--- config.mk ---
export PLATFORM = sky130hd
export DESIGN_NAME = dirty_band_scanner
export DESIGN_NICKNAME = d
export VERILOG_FILES = /design/src/rtl/dbs_pkg.sv /design/src/rtl/dbs_dirty_qual.sv /design/src/rtl/dbs_extent.sv /design/src/rtl/dbs_rect_out.sv /design/src/rtl/dirty_band_scanner.sv
export SDC_FILE = /design/constraint.sdc
export NUM_CORES = 1
export LEC_CHECK = 0
export BUFFER_PORTS_ARGS = -buffer_cell sky130_fd_sc_hd__buf_2
export CAP_MARGIN = 20
export CORE_MARGIN = 4
export CORE_UTILIZATION = 49
export DETAILED_ROUTE_END_ITERATION = 6
export PLACE_DENSITY = 0.72
export RECOVER_POWER = 50
export SLEW_MARGIN = 30
export SYNTH_ARGS = -nofsm -noshare
export SYNTH_HDL_FRONTEND = slang
export SYNTH_SLANG_ARGS = --single-unit
--- constraint.sdc ---
create_clock -name clk -period 3.7 [get_ports clk]
set_clock_uncertainty 0.15 [all_clocks]
set_input_delay 0.74 -clock clk [delete_from_list [all_inputs] [get_ports clk]]
set_output_delay 0.74 -clock clk [all_outputs]
set_load 0.005 [all_outputs]
--- src/rtl/dbs_pkg.sv ---
package dbs_pkg;

    localparam int NUM_PLANES = 3;

    typedef enum logic [1:0] {
        ST_IDLE,
        ST_SCAN,
        ST_CLEAR,
        ST_DRAIN
    } scan_state_e;

    // Planes that take part in the dirty test and in the clear.
    function automatic logic [NUM_PLANES-1:0] plane_mask(input logic deep);
        return deep ? {NUM_PLANES{1'b1}} : NUM_PLANES'(1);
    endfunction

endpackage

--- src/rtl/dbs_dirty_qual.sv ---
module dbs_dirty_qual
    import dbs_pkg::*;
(
    input  logic                  deep,
    input  logic                  force_all,
    input  logic [NUM_PLANES-1:0] bits,
    output logic                  dirty
);
    logic [NUM_PLANES-1:0] mask;
    logic [NUM_PLANES-1:0] eff;

    assign mask = plane_mask(deep);

    for (genvar i = 0; i < NUM_PLANES; i++) begin : g_plane
        assign eff[i] = bits[i] & mask[i];
    end

    assign dirty = force_all | (|eff);
endmodule

--- src/rtl/dbs_extent.sv ---
module dbs_extent #(
    parameter int PAGE_W = 8
) (
    input  logic              clk,
    input  logic              rst,
    input  logic              init,
    input  logic              hit,
    input  logic [PAGE_W-1:0] page,
    output logic              any,
    output logic [PAGE_W-1:0] lo,
    output logic [PAGE_W-1:0] hi
);
    // Pages arrive in ascending order, so the first hit is the minimum
    // and the latest hit is the maximum.
    always_ff @(posedge clk) begin
        if (rst || init) begin
            any <= 1'b0;
            lo  <= '0;
            hi  <= '0;
        end else if (hit) begin
            if (!any) lo <= page;
            hi  <= page;
            any <= 1'b1;
        end
    end

    AST_EXTENT_ORDER: assert property (@(posedge clk) disable iff (rst)
        any |-> (lo <= hi));
endmodule

--- src/rtl/dbs_rect_out.sv ---
module dbs_rect_out #(
    parameter int LINE_W = 10
) (
    input  logic              clk,
    input  logic              rst,
    input  logic              load,
    input  logic [LINE_W-1:0] line_in,
    input  logic [LINE_W-1:0] count_in,
    input  logic              ready,
    output logic              valid,
    output logic [LINE_W-1:0] line_out,
    output logic [LINE_W-1:0] count_out,
    output logic              stall
);
    assign stall = valid && !ready;

    always_ff @(posedge clk) begin
        if (rst) begin
            valid     <= 1'b0;
            line_out  <= '0;
            count_out <= '0;
        end else if (load) begin
            valid     <= 1'b1;
            line_out  <= line_in;
            count_out <= count_in;
        end else if (ready) begin
            valid <= 1'b0;
        end
    end

    AST_CMD_HOLD: assert property (@(posedge clk) disable iff (rst)
        (valid && !ready) |=> (valid && $stable(line_out) && $stable(count_out)));
    AST_NO_LOAD_WHILE_STALLED: assert property (@(posedge clk) disable iff (rst)
        stall |-> !load);
endmodule

--- src/rtl/dirty_band_scanner.sv ---
module dirty_band_scanner
    import dbs_pkg::*;
#(
    parameter  int MAX_LINES = 768,
    parameter  int BAND_LOG2 = 2,
    localparam int BAND_LINES = 1 << BAND_LOG2,
    localparam int NPAGES = (MAX_LINES + BAND_LINES - 1) / BAND_LINES,
    localparam int PAGE_W = $clog2(NPAGES + 1),
    localparam int LINE_W = $clog2(MAX_LINES + BAND_LINES + 1)
) (
    input  logic                  clk,
    input  logic                  rst,
    input  logic                  start,
    input  logic                  deep_mode,
    input  logic                  invalidate,
    input  logic [LINE_W-1:0]     frame_height,
    output logic [PAGE_W-1:0]     rd_page,
    input  logic [NUM_PLANES-1:0] rd_dirty,
    output logic                  upd_valid,
    input  logic                  upd_ready,
    output logic [LINE_W-1:0]     upd_line,
    output logic [LINE_W-1:0]     upd_count,
    output logic                  clr_valid,
    output logic [PAGE_W-1:0]     clr_first,
    output logic [PAGE_W-1:0]     clr_last,
    output logic [NUM_PLANES-1:0] clr_planes,
    output logic                  busy,
    output logic                  done
);
    localparam logic [LINE_W-1:0] LINE_MASK = LINE_W'(BAND_LINES - 1);

    scan_state_e       state_q;
    logic [PAGE_W-1:0] page_q;
    logic              open_q;
    logic [LINE_W-1:0] first_line_q;
    logic [LINE_W-1:0] height_q;
    logic              deep_q;
    logic              force_q;
    logic              force_pend_q;
    logic              done_q;

    logic [LINE_W-1:0] line_now;
    logic              at_end;
    logic              stall;
    logic              step;
    logic              band_dirty;
    logic              hit;
    logic              emit_mid;
    logic              emit_end;
    logic              load;
    logic [LINE_W-1:0] load_count;
    logic              scan_init;
    logic              ext_any;
    logic [PAGE_W-1:0] ext_lo;
    logic [PAGE_W-1:0] ext_hi;

    assign line_now  = LINE_W'(page_q) << BAND_LOG2;
    assign at_end    = (line_now >= height_q);
    assign step      = (state_q == ST_SCAN) && !stall;
    assign scan_init = (state_q == ST_IDLE) && start;

    assign hit        = step && !at_end && band_dirty;
    assign emit_mid   = step && !at_end && !band_dirty && open_q;
    assign emit_end   = step && at_end && open_q;
    assign load       = emit_mid || emit_end;
    assign load_count = emit_end ? (height_q - first_line_q) : (line_now - first_line_q);

    dbs_dirty_qual u_qual (
        .deep      (deep_q),
        .force_all (force_q),
        .bits      (rd_dirty),
        .dirty     (band_dirty)
    );

    dbs_extent #(.PAGE_W(PAGE_W)) u_extent (
        .clk  (clk),
        .rst  (rst),
        .init (scan_init),
        .hit  (hit),
        .page (page_q),
        .any  (ext_any),
        .lo   (ext_lo),
        .hi   (ext_hi)
    );

    dbs_rect_out #(.LINE_W(LINE_W)) u_out (
        .clk       (clk),
        .rst       (rst),
        .load      (load),
        .line_in   (first_line_q),
        .count_in  (load_count),
        .ready     (upd_ready),
        .valid     (upd_valid),
        .line_out  (upd_line),
        .count_out (upd_count),
        .stall     (stall)
    );

    always_ff @(posedge clk) begin
        if (rst) begin
            state_q      <= ST_IDLE;
            page_q       <= '0;
            open_q       <= 1'b0;
            first_line_q <= '0;
            height_q     <= '0;
            deep_q       <= 1'b0;
            force_q      <= 1'b0;
            force_pend_q <= 1'b0;
            done_q       <= 1'b0;
        end else begin
            done_q <= 1'b0;
            if (scan_init)       force_pend_q <= invalidate;
            else if (invalidate) force_pend_q <= 1'b1;

            unique case (state_q)
                ST_IDLE: begin
                    if (start) begin
                        state_q  <= ST_SCAN;
                        page_q   <= '0;
                        open_q   <= 1'b0;
                        deep_q   <= deep_mode;
                        force_q  <= force_pend_q;
                        height_q <= (frame_height > LINE_W'(MAX_LINES)) ?
                                    LINE_W'(MAX_LINES) : frame_height;
                    end
                end
                ST_SCAN: begin
                    if (step) begin
                        if (at_end) begin
                            open_q  <= 1'b0;
                            state_q <= ST_CLEAR;
                        end else begin
                            page_q <= page_q + 1'b1;
                            if (band_dirty && !open_q) begin
                                open_q       <= 1'b1;
                                first_line_q <= line_now;
                            end else if (!band_dirty) begin
                                open_q <= 1'b0;
                            end
                        end
                    end
                end
                ST_CLEAR: begin
                    state_q <= ST_DRAIN;
                end
                ST_DRAIN: begin
                    if (!upd_valid) begin
                        done_q  <= 1'b1;
                        state_q <= ST_IDLE;
                        force_q <= 1'b0;
                    end
                end
                default: state_q <= ST_IDLE;
            endcase
        end
    end

    assign rd_page    = page_q;
    assign clr_valid  = (state_q == ST_CLEAR) && ext_any;
    assign clr_first  = ext_lo;
    assign clr_last   = ext_hi;
    assign clr_planes = plane_mask(deep_q);
    assign busy       = (state_q != ST_IDLE);
    assign done       = done_q;

    AST_CMD_NONEMPTY: assert property (@(posedge clk) disable iff (rst)
        upd_valid |-> (upd_count != '0));
    AST_CMD_IN_FRAME: assert property (@(posedge clk) disable iff (rst)
        upd_valid |-> (({1'b0, upd_line} + {1'b0, upd_count}) <= {1'b0, height_q}));
    AST_CMD_ALIGNED: assert property (@(posedge clk) disable iff (rst)
        upd_valid |-> ((upd_line & LINE_MASK) == '0));
    AST_CLR_BOUNDS: assert property (@(posedge clk) disable iff (rst)
        clr_valid |-> (clr_last < PAGE_W'(NPAGES)));
    AST_CLR_SINGLE: assert property (@(posedge clk) disable iff (rst)
        clr_valid |=> !clr_valid);
    AST_DONE_DRAINED: assert property (@(posedge clk) disable iff (rst)
        done |-> (!upd_valid && !busy));
    AST_DONE_PULSE: assert property (@(posedge clk) disable iff (rst)
        done |=> !done);
endmodule

==> results of run 1 <==
-- timing repair --
action,CTS,global route
gates resized for setup,0,3
hold buffers,0,0
endpoints found under the setup margin,0,2
-- cell type report --
cell class	count	area, um2
inverters	23	86.3
repair buffers	81	398
flip-flops and latches	69	1380
fillers	594	2550
multi-input cells	274	1780
clock inverters	3	45.0
well taps	77	96.3
clock buffers	12	155
-- registers in the layout, summed over array words and instances, names as in the netlist --
| name | cells |
|---|---|
| height_q | 10 |
| u_out.count_out | 10 |
| first_line_q | 8 |
| rd_page | 8 |
| u_extent.hi | 8 |
| u_extent.lo | 8 |
| u_out.line_out | 8 |
| state_q | 2 |
| deep_q | 1 |
| done | 1 |
| force_pend_q | 1 |
| force_q | 1 |
| open_q | 1 |
| u_extent.any | 1 |
| u_out.valid | 1 |
-- logic make-up after synthesis --
logic type / count (synthesis)
AOI/OAI and AO/OA: 85
xor gates and xnor gates: 4
adders and majority gates: 21
buffers and inverters: 47
DFF: 69
muxes: 26
other: 2
and+or+nand+nor: 135
-- metal layers --
| metal | up-vias | part of all wire [%] |
|---|---|---|
| met1 | 1353 | 46 |
| met5 | - | 0 |
| met3 | 10 | 5.5 |
| met4 | 0 | 1.6 |
| met2 | 81 | 47 |
| li1 | 1467 | - |
-- worst max-delay path by stage --
stage / start / slack [ns] / endpoint / cells after the start
floorplan: rd_page[1]$_SDFFE_PP0P_ / 0.09 / u_out.count_out[8]$_SDFFE_PP0P_ / 16
global placement: height_q[5]$_SDFFE_PP0P_ / 0.32 / u_out.count_out[9]$_SDFFE_PP0P_ / 16
detailed placement: height_q[5]$_SDFFE_PP0P_ / 0.23 / u_out.count_out[9]$_SDFFE_PP0P_ / 16
CTS: height_q[5]$_SDFFE_PP0P_ / 0.19 / u_out.count_out[9]$_SDFFE_PP0P_ / 16
global route: height_q[9]$_SDFFE_PP0P_ / 0.008 / u_out.count_out[8]$_SDFFE_PP0P_ / 15
finish: height_q[9]$_SDFFE_PP0P_ / 0.32 / u_out.count_out[8]$_SDFFE_PP0P_ / 15
-- through the flow --
step	cell area, um2	worst slack (ns)	hold WS [ns]	std cells	util [%]
after global routing	3950	0.00753	0.332	539	60.8
after CTS	3980	0.185	0.305	539	61.3
after global placement	3780	0.321	0.288	524	58.2
after floorplan	3370	0.0874	0.286	390	-
final	3950	0.322	0.300	539	60.8
after detailed placement	3780	0.229	0.295	524	58.2
-- report_power, final --
group,leakage [nW],switching (mW),internal [mW]
Sequential,0.558,0.0330,0.790
Clock,0.0947,0.271,0.345
Combinational,0.918,0.401,0.230
Total,1.57,0.705,1.36
-- layout by cell type (no fill, tap or decap), types with 2 or more instances in the layout --
cell type,count
buf_4,7
nand2b_1,4
clkbuf_8,11
clkinvlp_4,2
mux2i_1,26
buf_2,54
nor3_1,4
o31ai_1,4
a211o_1,2
conb_1,3
dfxtp_1,69
a211oi_1,5
a22o_1,3
a21o_1,3
nor4_1,2
nor2b_1,5
a21oi_1,27
clkbuf_1,19
buf_1,2
a311oi_1,2
or4_1,4
ha_1,20
nand4_1,3
nor4_4,2
xnor2_1,4
nand2_1,47
o21a_1,4
o21ai_0,19
inv_1,23
or3_1,2
nor2_1,50
a22oi_1,5
nand3_1,6
-- worst max-delay path, delay by kind of cell (launching register included) --
family,cells,cell delay [ns]
AOI/OAI and AO/OA,7,1.34
adders and majority gates,2,0.73
buffers and inverters,2,0.25
DFF,1,0.35
and+or+nand+nor,4,0.48
==> metrics.txt, run 1 <==
status=finished, final reports clean; TritonRoute pass-1 iters=5; Synth Area in Adders=under 10%; initial core utilization=about half; Worst-path clk slew=approximately 0.07 ns; Yosys cell types=48; Synth top cells by count=dfxtp_1 (69), nor2_1 (50), nand2_1 (48); Tmin final=approximately 3.4 ns; f_max=296 MHz; Synth Warn #=0; CTS Buffer Depth=2; aggregate routed wire length=roughly 7700 um; CP required=between 3 and 4 ns; met3 usage=approximately 3.7%; dominant cells by area after synthesis=dfxtp_1 (41%), mux2i_1 (7.7%), ha_1 (7.4%); worst setup path class=register to register; RSZ-0062 raised after global routing=false; endpoints failing hold=0; TritonCTS clock tree=built; M2 GR Usage=about a third; post-synthesis xor/xnor area fraction=around 1.0%; CP Max Fanout=12; Min-Delay Path Class=register to register; row count=29; core region area=~6500 um2; # IOs=70; share of layout cells above drive strength 1=between 15 and 20%; grt ovf=0; post-synthesis simple-gate area fraction=18.7%; PortBufs=66; vias in the first global route=2,708; Max Cap Viol=0; global-route wire length before repair=between 10,000 and 15,000 um; Hold Path Sink=u_out.count_out[4]$_SDFFE_PP0P_; slew margin rel.=between 30% and 40%; PnR Total Power=between 2 and 2.5 mW; H-tree depth=3; Critical Path Max Stage Delay=roughly 0.44 ns; largest family of logic cells by synthesized area=simple AND/OR/NAND/NOR gates; count leader, synth=dfxtp_1; TNS Setup=0 ns; Worst Hold Depth=2; largest net degree at the start of global routing=42; clock sinks=slightly below 70; Initial DRC Count=between 150 and 200; initial antenna violation count=0; ANT nets after route=0; leading area contributor after synthesis=dfxtp_1; Die Y=between 90 and 100 um; Synth Instances=between 300 and 400; Synth-to-Final Area Change=17.2%; Reg2Reg Depth=15; CP endpoint kind=register; Clk Tree Root Cell=clkbuf_8; Antenna diodes=0; post-synthesis compound-gate area fraction=16.9%; met1 Track Usage GR=between 20% and 30%; Synth Flop Type=dfxtp_1; worst reg-to-reg setup slack=0.32 ns; FF-to-FF Start=height_q[9]$_SDFFE_PP0P_; hpwl dp=between 5000 and 6000 um; Num CTS Buffers=9; multiplexer share of the synthesized area=7.73%; # nets final=~500; Post-synth EDFFs=0; Max Slew Vio Count=0; crit path DAT=3.49 ns; routability cong.=about 0.9; Most common cell on crit path=o21ai_0; Max IR drop VDD=0.000355 V; Leak=1.57 nW; via count=just under 3,000; DRC errors left=0; post-synthesis sequential area ratio=41.0%; reg2reg end=u_out.count_out[8]$_SDFFE_PP0P_; Synth Register Bits=69; Final Cycle Share=91.3%; final setup vio count=0; CP Launch Type=register; Synth Cell Area=around 3400 um2; Post-CTS Setup Repair Bufs=0; Least-Margin Pin Slew=0.901 ns; CP max stage cell=fa_1; hold path start=u_out.count_out[4]$_SDFFE_PP0P_; die area=between 8000 and 9000 um2; top cell type's share of synthesized area=slightly above 40%; DR WL/cell=approximately 14 um; critical path, cell by cell=inv_1 -> ha_1 -> nand2_1 -> o41ai_4 -> nand2_2 -> buf_4 -> nor2_1 -> a21oi_1 -> fa_1 -> nor2b_1 -> o21ai_0 -> a21boi_1 -> o21ai_0 -> a211o_1 -> a31oi_1; asr flop ratio synth=0%; gr usage total=between 10% and 20%; Die X=between 90 and 100 um; worst skew pair latency=about 0.34 ns; Vias/cell=between 5 and 6; mean post-synth cell area=8.66 um2; GRT Max-Usage Layer=met2; PD cells=roughly 520 nW/um2
Power figures use the tool's default switching activity.
==> run 2, diff against run 1 <==
--- a/config.mk
+++ b/config.mk
@@ -8,9 +8,9 @@
 export BUFFER_PORTS_ARGS = -buffer_cell sky130_fd_sc_hd__buf_2
 export CAP_MARGIN = 20
 export CORE_MARGIN = 4
-export CORE_UTILIZATION = 49
+export CORE_UTILIZATION = 55
 export DETAILED_ROUTE_END_ITERATION = 6
-export PLACE_DENSITY = 0.72
+export PLACE_DENSITY = 0.76
 export RECOVER_POWER = 50
 export SLEW_MARGIN = 30
 export SYNTH_ARGS = -nofsm -noshare
==> constraint.sdc (replaced) <==
create_clock -name clk -period 3.4 [get_ports clk]
set_clock_uncertainty 0.15 [all_clocks]
set_input_delay 0.68 -clock clk [delete_from_list [all_inputs] [get_ports clk]]
set_output_delay 0.68 -clock clk [all_outputs]
set_load 0.005 [all_outputs]
==> metrics.txt, run 2 (synthesis gave the netlist of run 1 again) <==
crit path DAT=3.32 ns (was 3.49 ns); WL met1=3650 um (was 3550 um); slew margin rel.=52.3% (was 39.9%); Num CTS Buffers=9 (unchanged); Tmin final=3.19 ns (was 3.38 ns); vias in the first global route=2,864 (was 2,708); worst setup path class=register to register (unchanged); via count=2,959 (was 2,911); FF-to-FF Start=height_q[3]$_SDFFE_PP0P_ (was height_q[9]$_SDFFE_PP0P_); worst skew pair latency=0.35 ns (was 0.34 ns); Clk Tree Root Cell=clkbuf_8 (unchanged); met2 wire len=3990 um (was 3580 um); Largest regs=height_q (10), u_out.count_out (10) (unchanged); multi-input logic area=1810 um2 (was 1780 um2); met3 wire length=383 um (was 422 um); Reg area=1390 um2 (was 1380 um2); Die X=86.3 um (was 90.9 um); PnR Total Power=2.39 mW (was 2.07 mW); largest net degree at the start of global routing=25 (was 42); Initial DRC Count=130 (was 163); die area=7440 um2 (was 8260 um2); hold path start=u_out.count_out[7]$_SDFFE_PP0P_ (was u_out.count_out[4]$_SDFFE_PP0P_); combinational share of power=30.2% (was 30.5%); TritonRoute pass-1 iters=5 (unchanged); final setup vio count=0 (unchanged); Max Slew Vio Count=0 (unchanged); status=finished, final reports clean (unchanged); sequential power share=37.6% (was 39.8%); initial core utilization=56.9% (was 51.9%); clock share of power=32.3% (was 29.8%); TritonCTS clock tree=built (unchanged); Max IR drop VDD=0.000424 V (was 0.000355 V); CP required=3.53 ns (was 3.81 ns); global-route wire length before repair=13,500 um (was 12,800 um); PD cells=592 nW/um2 (was 524 nW/um2); share of layout cells above drive strength 1=21.7% (was 18.0%); max layer used=met4 (unchanged); Cell Count, Final, Fillers Out=540 (was 539); Synth-to-Final Area Change=19.9% (was 17.2%); f_max=313 MHz (was 296 MHz); # nets final=500 (was 498); endpoints failing hold=0 (unchanged); Worst-path clk slew=0.07 ns (about the same); number of hold buffers added after CTS=0 (unchanged); clock sinks=69 (unchanged); Crit. Startpoint=height_q[3]$_SDFFE_PP0P_ (was height_q[9]$_SDFFE_PP0P_); hpwl dp=6020 um (was 5630 um); CP Launch Type=register (unchanged); CTS Buffer Depth=2 (unchanged); initial antenna violation count=0 (unchanged); Die Y=86.3 um (was 90.9 um); Least-Margin Pin Slew=0.710 ns (was 0.901 ns); Pint=1.59 mW (was 1.36 mW); # IOs=70 (unchanged); grt ovf=0 (unchanged); ANT nets after route=0 (unchanged); CP endpoint kind=register (unchanged); DR WL/cell=15.1 um (was 14.2 um); aggregate routed wire length=8150 um (was 7670 um); Final Cycle Share=93.9% (was 91.3%); Vias/cell=5.48 (was 5.40); most frequent cells in the layout=dfxtp_1 (66), buf_2 (55), nor2_1 (50) (was dfxtp_1 (69), buf_2 (54), nor2_1 (50)); row count=28 (was 29); core region area=5920 um2 (was 6490 um2); commonest non-fill, non-tap cell in the layout=dfxtp_1 (unchanged); Min-Delay Path Class=register to register (unchanged); DRC errors left=0 (unchanged); placed instance count=524 (unchanged); Fill cells=518 (was 594); CP Max Fanout=8 (was 12); Leak=1.63 nW (was 1.57 nW); PortBufs=66 (unchanged); RSZ-0062 raised after global routing=true (was false); Max Cap Viol=0 (unchanged); NetSw=805 uW (was 705 uW); Sw Ratio=33.7% (was 34.1%); Antenna diodes=0 (unchanged); routability cong.=0.907 (was 0.875); gr usage total=23.0% (was 19.2%); H-tree depth=3 (unchanged)
## run 2: cell types whose count changed in the layout (fill, tap and decap cells not counted), sizes merged
cell and change:
buf +6, clkinvlp -2, bufinv +1, clkinv +3, clkbuf -5
## run 2: metal layers
metal	track usage, %	up-vias
met4	8.36	0
met3	3.90	14
met5	0	-
met2	40.5	74
li1	-	1470
met1	28.1	1401
## run 2: stage by stage
| step | setup TNS [ns] | util [%] | area (um2) | worst slack (ns) | hold slack (ns) |
|---|---|---|---|---|---|
| 4_1_cts | 0 | 68.2 | 4040 | 0.0319 | 0.305 |
| 5_1_grt | -0.0389 | 68.2 | 4040 | -0.0389 | 0.321 |
| 3_5_place_dp | 0 | 64.2 | 3800 | 0.0616 | 0.295 |
| 2_1_floorplan | 0 | - | 3390 | 0.0104 | 0.286 |
| 6_report | 0 | 68.2 | 4040 | 0.206 | 0.301 |
| 3_3_place_gp | 0 | 64.2 | 3800 | 0.198 | 0.287 |
## run 2: power groups by stage
stage / combinational (mW) / clock [mW] / sequential (mW)
floorplan: 0.560 / 0 / 0.915
global placement: 0.685 / 0 / 0.913
detailed placement: 0.703 / 0 / 0.916
CTS: 0.714 / 0.787 / 0.897
global route: 0.799 / 0.824 / 0.904
finish: 0.721 / 0.772 / 0.898
## run 2: path summary, 6_finish.rpt
check | end | slack (ns) | cells after the start
min | u_out.count_out[7]$_SDFFE_PP0P_ | 0.30 | 2
min reg2reg | u_out.count_out[7]$_SDFFE_PP0P_ | 0.30 | 2
max reg2reg | u_out.count_out[8]$_SDFFE_PP0P_ | 0.21 | 16
max | u_out.count_out[8]$_SDFFE_PP0P_ | 0.21 | 16
## run 2: final cells by class
| type | count | share of cell area (%) |
|---|---|---|
| clock inverters | 5 | 2.04 |
| well taps | 75 | 2.32 |
| inverters | 23 | 2.14 |
| clock buffers | 11 | 3.75 |
| multi-input cells | 274 | 44.8 |
| repair buffers | 83 | 10.7 |
| flip-flops and latches | 69 | 34.3 |
## run 2: repair_timing
action	4_1_cts	5_1_grt
buffers inserted	0	0
endpoints found under the setup margin	0	3
gates resized for setup	0	9
## run 2: critical path, cell delays in order (launching register included)
cell and delay [ns]:
dfxtp_1 0.32, inv_1 0.08, ha_4 0.28, and4bb_1 0.21, a211oi_2 0.06, o41ai_4 0.25
nand2_2 0.17, nor2_1 0.11, a21oi_1 0.05, ha_2 0.19, fa_2 0.35, nor2b_1 0.12
o21ai_1 0.08, a21boi_1 0.17, o21ai_1 0.10, a211o_1 0.30, a31oi_1 0.15
==> run 3, diff against run 2 <==
--- a/config.mk
+++ b/config.mk
@@ -5,6 +5,7 @@
 export SDC_FILE = /design/constraint.sdc
 export NUM_CORES = 1
 export LEC_CHECK = 0
+export ABC_CLOCK_PERIOD_IN_PS = 3400
 export BUFFER_PORTS_ARGS = -buffer_cell sky130_fd_sc_hd__buf_2
 export CAP_MARGIN = 20
 export CORE_MARGIN = 4
@@ -15,4 +16,5 @@
 export SLEW_MARGIN = 30
 export SYNTH_ARGS = -nofsm -noshare
 export SYNTH_HDL_FRONTEND = slang
+export SYNTH_HIERARCHICAL = 1
 export SYNTH_SLANG_ARGS = --single-unit
==> metrics.txt, run 3 <==
Tmin final=3.39 ns (was 3.19 ns); Antenna diodes=0 (unchanged); die area=7570 um2 (was 7440 um2); Post-synth EDFFs=0 (unchanged); Final Cycle Share=99.7% (was 93.9%); Vias/cell=5.32 (was 5.48); Synth Instances=371 (was 389); # IOs=70 (unchanged); Max IR drop VDD=0.000466 V (was 0.000424 V); # nets final=497 (was 500); Die Y=87.0 um (was 86.3 um); TritonCTS clock tree=built (unchanged); Synth Flop Type=dfxtp_1 (unchanged); largest net degree at the start of global routing=39 (was 25); aggregate routed wire length=8190 um (was 8150 um); Max Slew Vio Count=0 (unchanged); TNS Setup=0 ns (unchanged); core region area=5990 um2 (was 5920 um2); clock sinks=71 (was 69); commonest non-fill, non-tap cell in the layout=dfxtp_1 (unchanged); final setup vio count=0 (unchanged); Num CTS Buffers=9 (unchanged); global-route wire length before repair=12,800 um (was 13,500 um); status=finished, final reports clean (unchanged); Initial DRC Count=151 (was 130); Reg area=1430 um2 (was 1390 um2); count leader, synth=dfxtp_1 (unchanged); via count=2,855 (was 2,959); RSZ-0062 raised after global routing=true (unchanged); Clk Tree Root Cell=clkbuf_8 (unchanged); post-synthesis sequential area ratio=41.4% (was 41.0%); CP required=3.47 ns (was 3.53 ns); Yosys cell types=51 (was 48); endpoints failing hold=0 (unchanged); mean post-synth cell area=9.25 um2 (was 8.66 um2); hold slack=0.303 ns (was 0.301 ns); PnR Total Power=2.38 mW (was 2.39 mW); Max Cap Viol=0 (unchanged); Least-Margin Pin Slew=0.826 ns (was 0.710 ns); Synth top cells by count=dfxtp_1 (71), nor2_1 (64), mux2i_1 (40) (was dfxtp_1 (69), nor2_1 (50), nand2_1 (48)); CP Max Fanout=4 (was 8); CP Launch Type=register (unchanged); Synth Register Bits=71 (was 69); multi-input logic area=1970 um2 (was 1810 um2); initial core utilization=57.3% (was 56.9%); PD cells=555 nW/um2 (was 592 nW/um2); Synth-to-Final Area Change=24.8% (was 19.9%); number of hold buffers added after CTS=0 (unchanged); DRC errors left=0 (unchanged); hpwl dp=5620 um (was 6020 um); Largest regs=height_q (10), u_out/count_out (10), u_out/line_out (10) (was height_q (10), u_out.count_out (10)); leading area contributor after synthesis=dfxtp_1 (unchanged); routability cong.=0.811 (was 0.907); share of layout cells above drive strength 1=28.8% (was 21.7%); top cell type's share of synthesized area=41.4% (was 41.0%); PortBufs=68 (was 66); grt ovf=0 (unchanged); asr flop ratio synth=0% (unchanged); worst setup path class=register to register (unchanged); crit path DAT=3.46 ns (was 3.32 ns); slew margin rel.=44.9% (was 52.3%); CTS Buffer Depth=2 (unchanged); TritonRoute pass-1 iters=4 (was 5); CP endpoint kind=register (unchanged); DR WL/cell=15.3 um (was 15.1 um); dominant cells by area after synthesis=dfxtp_1 (41%), mux2i_1 (12%), ha_1 (7.3%) (was dfxtp_1 (41%), mux2i_1 (7.7%), ha_1 (7.4%)); H-tree depth=3 (unchanged); Worst-path clk slew=0.08 ns (was 0.07 ns); Synth Cell Area=3430 um2 (was 3370 um2); vias in the first global route=2,735 (was 2,864); Die X=87.0 um (was 86.3 um); Leak=1.86 nW (was 1.63 nW); initial antenna violation count=0 (unchanged); gr usage total=21.3% (was 23.0%); ANT nets after route=0 (unchanged); Min-Delay Path Class=register to register (unchanged); row count=28 (unchanged); Synth Warn #=6 (was 0); most frequent cells in the layout=dfxtp_1 (65), nor2_1 (63), buf_2 (55) (was dfxtp_1 (66), buf_2 (55), nor2_1 (50)); Fill cells=448 (was 518); f_max=295 MHz (was 313 MHz); worst skew pair latency=0.34 ns (was 0.35 ns)
[run 3: cell count changes in the layout (fill, tap and decap cells not counted), sizes merged, moves of 5 or more]
cell,delta
nand2,-17
mux2i,+14
nor2,+14
o21ai,-14
clkbuf,+8
xor2,+7
mux2,+6
a21oi,-5
[run 3: worst max-delay path, cell delays in order (launching register included)]
cell,delay (ns)
dfxtp_2,0.35
inv_2,0.05
ha_4,0.26
nand4bb_1,0.13
a211oi_2,0.29
o311a_4,0.26
mux2_4,0.33
ha_4,0.21
nor2b_4,0.12
o21ai_2,0.17
a21oi_2,0.11
o41ai_2,0.24
xor2_1,0.25
xnor2_1,0.11
mux2i_1,0.16
nor2_1,0.07
[run 3: layer usage]
metal | track usage [%] | share of wire [%]
met5 | 0 | 0
met4 | 6.09 | 1.4
met3 | 5.20 | 5.6
met2 | 35.4 | 49
met1 | 27.4 | 44
[run 3: logic make-up after synthesis]
group,share of synthesized area [%]
AO/OA/AOI/OAI,9.88
XOR/XNOR,3.06
adder cells (fa/ha/maj),7.87
buffers and inverters,6.89
flip-flops,41.4
multiplexers,13.6
other,0.219
AND/OR/NAND/NOR,17.0
[run 3: path summary, 6_finish.rpt]
path	startpoint	endpoint	slack, ns	cells after the start
max reg2reg	height_q[3]$_SDFFE_PP0P_	u_out/count_out[9]$_SDFFE_PP0P_	0.01	15
min reg2reg	u_extent/lo[5]$_SDFFE_PP0P_	u_extent/lo[5]$_SDFFE_PP0P_	0.30	2
min	u_extent/lo[5]$_SDFFE_PP0P_	u_extent/lo[5]$_SDFFE_PP0P_	0.30	2
max	height_q[3]$_SDFFE_PP0P_	u_out/count_out[9]$_SDFFE_PP0P_	0.01	15
[run 3: cell type report]
cell class,count,area share (%)
clock buffers,11,3.53
well taps,75,2.19
clock inverters,5,1.87
flip-flops and latches,71,33.4
repair buffers,93,11.2
multi-input cells,261,46.0
inverters,21,1.84
[run 3: timing repair]
item / 4_1_cts / 5_1_grt
endpoints found under the hold margin: 0 / 0
gates resized for setup: 13 / 19
setup buffers: 3 / 2
endpoints found under the setup margin: 2 / 2
pin swaps: 7 / 14
[run 3: through the flow]
stage	instances	setup WS, ns	area, um2	util (%)
floorplan	372	0.0155	3470	-
global placement	516	0.0339	3900	65.1
detailed placement	516	-0.150	3900	65.1
CTS	535	0.00483	4210	70.3
global route	537	-0.171	4280	71.5
finish	537	0.00963	4280	71.5
[run 3: report_power, final]
group	internal (mW)	leakage, nW	switching [mW]
Combinational	0.275	1.17	0.412
Sequential	0.881	0.577	0.0415
Clock	0.452	0.112	0.315
